==> src/rtl/cond_flags_pkg.sv <==
package cond_flags_pkg;
  localparam int unsigned COND_W = 4;
  localparam int unsigned FLAG_W = 4;
  localparam int unsigned COND_MSB = 31;
  localparam int unsigned COND_LSB = COND_MSB - COND_W + 1;

  typedef struct packed {
    logic n;
    logic z;
    logic c;
    logic v;
  } flags_t;

  typedef enum logic [COND_W-1:0] {
    CC_EQ = 4'b0000, CC_NE = 4'b0001, CC_HS = 4'b0010, CC_LO = 4'b0011,
    CC_MI = 4'b0100, CC_PL = 4'b0101, CC_VS = 4'b0110, CC_VC = 4'b0111,
    CC_HI = 4'b1000, CC_LS = 4'b1001, CC_GE = 4'b1010, CC_LT = 4'b1011,
    CC_GT = 4'b1100, CC_LE = 4'b1101, CC_AL = 4'b1110, CC_NV = 4'b1111
  } cond_e;
endpackage

==> src/rtl/cond_eval.sv <==
module cond_eval
  import cond_flags_pkg::*;
(
  input  logic [COND_W-1:0] cond_i,
  input  flags_t            flags_i,
  output logic              pass_o
);
  // Even/odd pairs are complements; bit 0 inverts the base test.
  logic base;
  always_comb begin
    unique case (cond_i[COND_W-1:1])
      3'd0: base = flags_i.z;
      3'd1: base = flags_i.c;
      3'd2: base = flags_i.n;
      3'd3: base = flags_i.v;
      3'd4: base = flags_i.c & ~flags_i.z;
      3'd5: base = ~(flags_i.n ^ flags_i.v);
      3'd6: base = ~flags_i.z & ~(flags_i.n ^ flags_i.v);
      default: base = 1'b1;
    endcase
  end
  assign pass_o = base ^ cond_i[0];
endmodule

==> src/rtl/flag_reg.sv <==
module flag_reg
  import cond_flags_pkg::*;
(
  input  logic   clk_i,
  input  logic   rst_ni,
  input  logic   wr_i,
  input  flags_t d_i,
  output flags_t q_o
);
  always_ff @(posedge clk_i or negedge rst_ni) begin
    if (!rst_ni)   q_o <= '0;
    else if (wr_i) q_o <= d_i;
  end
endmodule

==> src/rtl/cond_flags_unit.sv <==
module cond_flags_unit
  import cond_flags_pkg::*;
(
  input  logic              clk_i,
  input  logic              rst_ni,
  input  logic [COND_W-1:0] cond_i,
  input  logic              flag_we_i,
  input  logic [FLAG_W-1:0] flags_new_i,
  output logic              exec_o,
  output logic [FLAG_W-1:0] flags_o
);
  flags_t cur_q;
  logic   pass;

  cond_eval u_eval (
    .cond_i (cond_i),
    .flags_i(cur_q),
    .pass_o (pass)
  );

  // Suppressed instructions never touch the flags.
  flag_reg u_flags (
    .clk_i (clk_i),
    .rst_ni(rst_ni),
    .wr_i  (flag_we_i & pass),
    .d_i   (flags_t'(flags_new_i)),
    .q_o   (cur_q)
  );

  assign exec_o  = pass;
  assign flags_o = cur_q;
endmodule

==> config.mk <==
export PLATFORM = sky130hd
export DESIGN_NAME = cond_flags_unit
export DESIGN_NICKNAME = d
export VERILOG_FILES = /design/src/rtl/cond_flags_pkg.sv /design/src/rtl/cond_eval.sv /design/src/rtl/flag_reg.sv /design/src/rtl/cond_flags_unit.sv
export SDC_FILE = /design/constraint.sdc
export NUM_CORES = 1
export LEC_CHECK = 0
export ABC_AREA = 1
export BUFFER_PORTS_ARGS = -buffer_cell sky130_fd_sc_hd__buf_2
export CORE_AREA = 2 2 39 41
export CTS_CLUSTER_DIAMETER = 50
export CTS_CLUSTER_SIZE = 10
export DETAILED_ROUTE_END_ITERATION = 10
export DIE_AREA = 0 0 41 43
export GPL_TIMING_DRIVEN = 0
export PLACE_DENSITY = 0.56
export SLEW_MARGIN = 20
export SYNTH_ARGS = -nofsm -noshare
export SYNTH_HDL_FRONTEND = slang
export SYNTH_SLANG_ARGS = --single-unit
==> constraint.sdc <==
create_clock -name clk_i -period 2.3 [get_ports clk_i]
set_input_delay 0.46 -clock clk_i [delete_from_list [all_inputs] [get_ports clk_i]]
set_output_delay 0.46 -clock clk_i [all_outputs]
set_load 0.02 [all_outputs]
==> After elaboration in Yosys (flattened, before gate mapping) <==
Cells that the tools add are included.
{ "op_classes": {"n_reduce_logical": 1, "muxes": 1, "bitwise": 7, "eq_ne": 6} }
{ "op_table": {"columns": ["op", "n"], "rows": [
  ["3-bit == test, second input constant", 3],
  ["1-bit case mux with 7 select lines", 1],
  ["3-bit by 2-bit == test with 1-bit output, second input constant", 2],
  ["1-bit AND", 3],
  ["3-bit by 1-bit == test with 1-bit output, second input constant", 1],
  ["3-bit zero test", 1],
  ["1-bit inverter", 2],
  ["1-bit XOR", 2]
]} }
{ "totals": {"out_inout_bits": 5, "elab_cells": 19, "regBits": 4, "in_bits": 11} }

==> Longest topological paths before layout <==
{ "logic_depth": {"word_depth": 6, "mapped_depth": 11, "ltp_nobuf": 11} }

==> Hierarchy <==
From an unflattened synthesis, not the netlist that was laid out.
{ "hier_totals": {"hier_cells": 49, "hier_area_um2": 282.8} }
{ "by_module_without_submodules": {"columns": ["mod", "area_each_um2", "instances", "cells_each"], "rows": [
  ["flag_reg", 148.9, 1, 17],
  ["cond_eval", 126.4, 1, 30],
  ["cond_flags_unit", 7.5, 1, 2]
]} }

==> Least setup slack after synthesis <==
Ideal clock, no wire load.
{ "synth_timing": {"kind": "register to output", "start": "register u_flags.q_o[2] in the netlist's numbering", "end": "output exec_o", "path_stages_with_launch": 8, "path_slack_ps": 657, "arrival_ps": 1183, "path_buffers": 0, "cell_sequence": "dfrtp_1 inv_1 nand2_1 nand3_1 nand2_1 nor2_2 nand3_2 and2_2"} }
{ "synth_between": {"elab_chain_cells": 4} }
{ "synth_lines": {"columns": ["element", "line", "rtl"], "rows": [
  ["start, declared", "flag_reg.sv:8", "output flags_t q_o"],
  ["start signal, assigned", "flag_reg.sv:12", "else if (wr_i) q_o <= d_i;"],
  ["1-bit inverter", "cond_eval.sv:16, cond_eval.sv:18", null],
  ["1-bit AND (on tied branches)", "cond_eval.sv:18, cond_eval.sv:16", null],
  ["1-bit case mux with 7 select lines *", "cond_eval.sv:11", "unique case (cond_i[COND_W-1:1])"],
  ["1-bit XOR *", "cond_eval.sv:22", "assign pass_o = base ^ cond_i[0];"],
  ["end, declared", "cond_flags_unit.sv:9", "output logic exec_o,"]
]} }
Every way passes the cells marked *; elsewhere a longest branch is shown, timed or not.

==> Final worst setup path <==
Ends and elaborated chain as after synthesis.

==> results.tsv <==
stage	metric	value	unit
run_status	status	completed	
clocking	Setup Fix Bufs, Post-CTS	0	
synth	ys async rst share	100	%
floorplan	Rows	14	
setup_path	worst r2r src	u_flags.q_o[2]$_DFFE_PN0P_	
setup_path	R2R setup slack	1.00	ns
global_route	initial antenna violation count	0	
timing	Final Hold Slack	0.0213	ns
timing	final hold vios	0	
synth	register area share after synthesis	32.9	%
synth	prevailing post-synth register cell	dfrtp_1	
clocking	CTS buffer count	3	
cells_and_area	max FFs per register	4	
global_route	grt total ovfl	0	
cells_and_area	fin util	30.5	%
synth	Post-synth EDFFs	0	
cells_and_area	Area Overhead vs Synth	38.7	%
setup_path	CP arrival	1.53	ns
drt	Pre-Repair DR Iteration Count	4	
setup_path	crit end category	output port	
cells_and_area	diodes inserted	0	
timing	Final min period	1.99	ns
drt	Routed Antenna Nets	0	
clocking	Skew-Pair Late Insertion Delay	0.24	ns
cells_and_area	Nets	78	
global_route	vias in the first global route	264	
synth	total number of yosys warnings	0	
clocking	CTS H-tree depth	1	
clocking	CTS Root Cell	clkbuf_4	
floorplan	Core Region	1380	sq um
synth	Mapped Cells	47	
power	pwr dens	832	nW/um^2
min_path	Hold WC Path Type	primary input to async pin	
timing	setup TNS	0	ns
drt	vias per inst	4.30	
place	cell total after placement	78	
cells_and_area	Top reg by flops	u_flags.q_o	
clocking	cts repair resizes	0	
setup_path	CP Max Fanout	6	
floorplan	die height	43	um
floorplan	Die Width	41	um
clocking	clk sink count	4	
place	placed instance area	399	sq um
setup_path	R2R Path End	u_flags.q_o[3]$_DFFE_PN0P_	
setup_path	Setup CP Type	flip-flop to output port	
clocking	Hold Buf Count CTS	0	
run	MaxCap Viol Count	0	
place	Port-buffer cells	15	
synth	FF+latch count, synth	4	
clocking	Clock Pin Slew Worst Setup and Hold Paths	0.04	ns
clocking	clock buffer depth	2	
cells_and_area	Regs by FF count	u_flags.q_o x4	
synth	Synth top area share	32.9	%
drt	wirelength, routed	728	um
place	gpl congestion	0.673	
synth	syn_area_per_cell	6.47	sq um
timing	Slew Limit Headroom	90.3	%
timing	clk_skew	0.00518	ns
setup_path	element type at the critical path start	flip-flop	
floorplan	io pins	16	
drt	drt wl/cell	8.99	um
global_route	first-pass GRT wire length	952	um
floorplan	Initial Utilization	22.0	%
power	Static Leakage	0.253	nW
synth	synth top area cells	dfrtp_1 33%, nand2_1 22%, nand4_1 10%, inv_1 9.9%, nand3_2 6.6%	
drt	DRT iter0 DRCs	6	
setup_path	data required time of the critical path	1.84	ns
synth	Syn Nets	58	
cells_and_area	ratio of cells with drive above 1 in the final layout	36.9	%
synth	Post-Syn Area	304	sq um
place	HPWL after DPL	595	um
timing	crit share post-route	86.3	%
global_route	largest net degree at the start of global routing	7	
setup_path	R2R cell count	10	
drt	number of remaining DRC errors	0	
drt	via count	348	
timing	RSZ-0062 raised after global routing	no	
setup_path	Worst Setup EP	exec_o	
cells_and_area	non-filler cells in the finished layout	81	
setup_path	crit path from	u_flags.q_o[2]$_DFFE_PN0P_	
synth	most instantiated cells after synthesis	18 x nand2_1, 8 x inv_1, 5 x nand4_1	
timing	pins over their slew limit	0	
floorplan	die area	1760	sq um
timing	Worst-Margin Slew	0.144	ns
synth	Synth area leader	dfrtp_1	
synth	top-count cell post-synth	nand2_1	
timing	Max Fclk	0.504	GHz
global_route	GRT Overall Usage	8.36	%
power	worst vdd ir	0.340	mV
synth	Netlist cell types	12	
cells_and_area	post-route design area	422	sq um
clocking	CTS tree	built	
timing	count of final setup violators	0	
-- worst min path at each step --
stage / startpoint / endpoint / slack, ns / depth (start not counted)
floorplan: rst_ni / u_flags.q_o[0]$_DFFE_PN0P_ / 0.16 / 0
global placement: rst_ni / u_flags.q_o[2]$_DFFE_PN0P_ / 0.27 / 1
detailed placement: rst_ni / u_flags.q_o[2]$_DFFE_PN0P_ / 0.27 / 1
CTS: rst_ni / u_flags.q_o[2]$_DFFE_PN0P_ / 0.009 / 1
global route: rst_ni / u_flags.q_o[2]$_DFFE_PN0P_ / 0.02 / 1
finish: rst_ni / u_flags.q_o[1]$_DFFE_PN0P_ / 0.02 / 1
-- metrics by stage --
step                total power [mW]  setup WS (ns)
detailed placement             0.265          0.350
finish                         0.351          0.314
CTS                            0.360          0.284
floorplan                      0.212          0.657
global placement               0.264          0.371
global route                   0.379          0.203
-- worst max-delay path: stages (launching register included) --
cell and delay (ns):
dfrtp_1 0.40, o21ai_0 0.16, nand3_1 0.09, nand2_1 0.07, nand2_1 0.08, nand2_1 0.08, nand2_2 0.09, and2_2 0.17
buf_2 0.15
-- final cells by class --
class	instances	area (sq um)
multi-input combinational	35	174
tap	16	20.0
fill	167	962
sequential	4	100
timing repair buffer	15	75.1
clock buffer	3	22.5
inverter	8	30.0
-- cells by family after synthesis --
| kind of cell | synth area share, % |
|---|---|
| AND/OR/NAND/NOR | 53.9 |
| buffers and inverters | 9.88 |
| flip-flops | 32.9 |
| AO/OA/AOI/OAI | 3.29 |
-- placed cells by master, fill, tap and decap left out, drive strengths merged --
| cell type | synthesis | layout |
|---|---|---|
| dfrtp | 4 | 4 |
| inv | 8 | 8 |
| and2 | 1 | 1 |
| o21ai | 1 | 1 |
| nor2 | 3 | 3 |
| nand2 | 19 | 19 |
| nand4 | 5 | 5 |
| nand3 | 5 | 5 |
| a21oi | 1 | 1 |
| buf | 0 | 15 |
| clkbuf | 0 | 3 |
-- routing by layer --
metal	up-vias	wire length, um	track usage, %
li1	189	-	-
met1	145	331	9.42
met2	14	343	13.1
met3	0	53	1.57
met4	0	0	6.00
met5	-	0	0
-- where the power goes --
part,leakage (nW),switching (mW),internal [mW]
Sequential,0.0493,0.0208,0.0909
Combinational,0.190,0.0959,0.0542
Clock,0.0138,0.0305,0.0585
Total,0.253,0.147,0.204
Note: power is estimated with default switching activity, not from simulation.
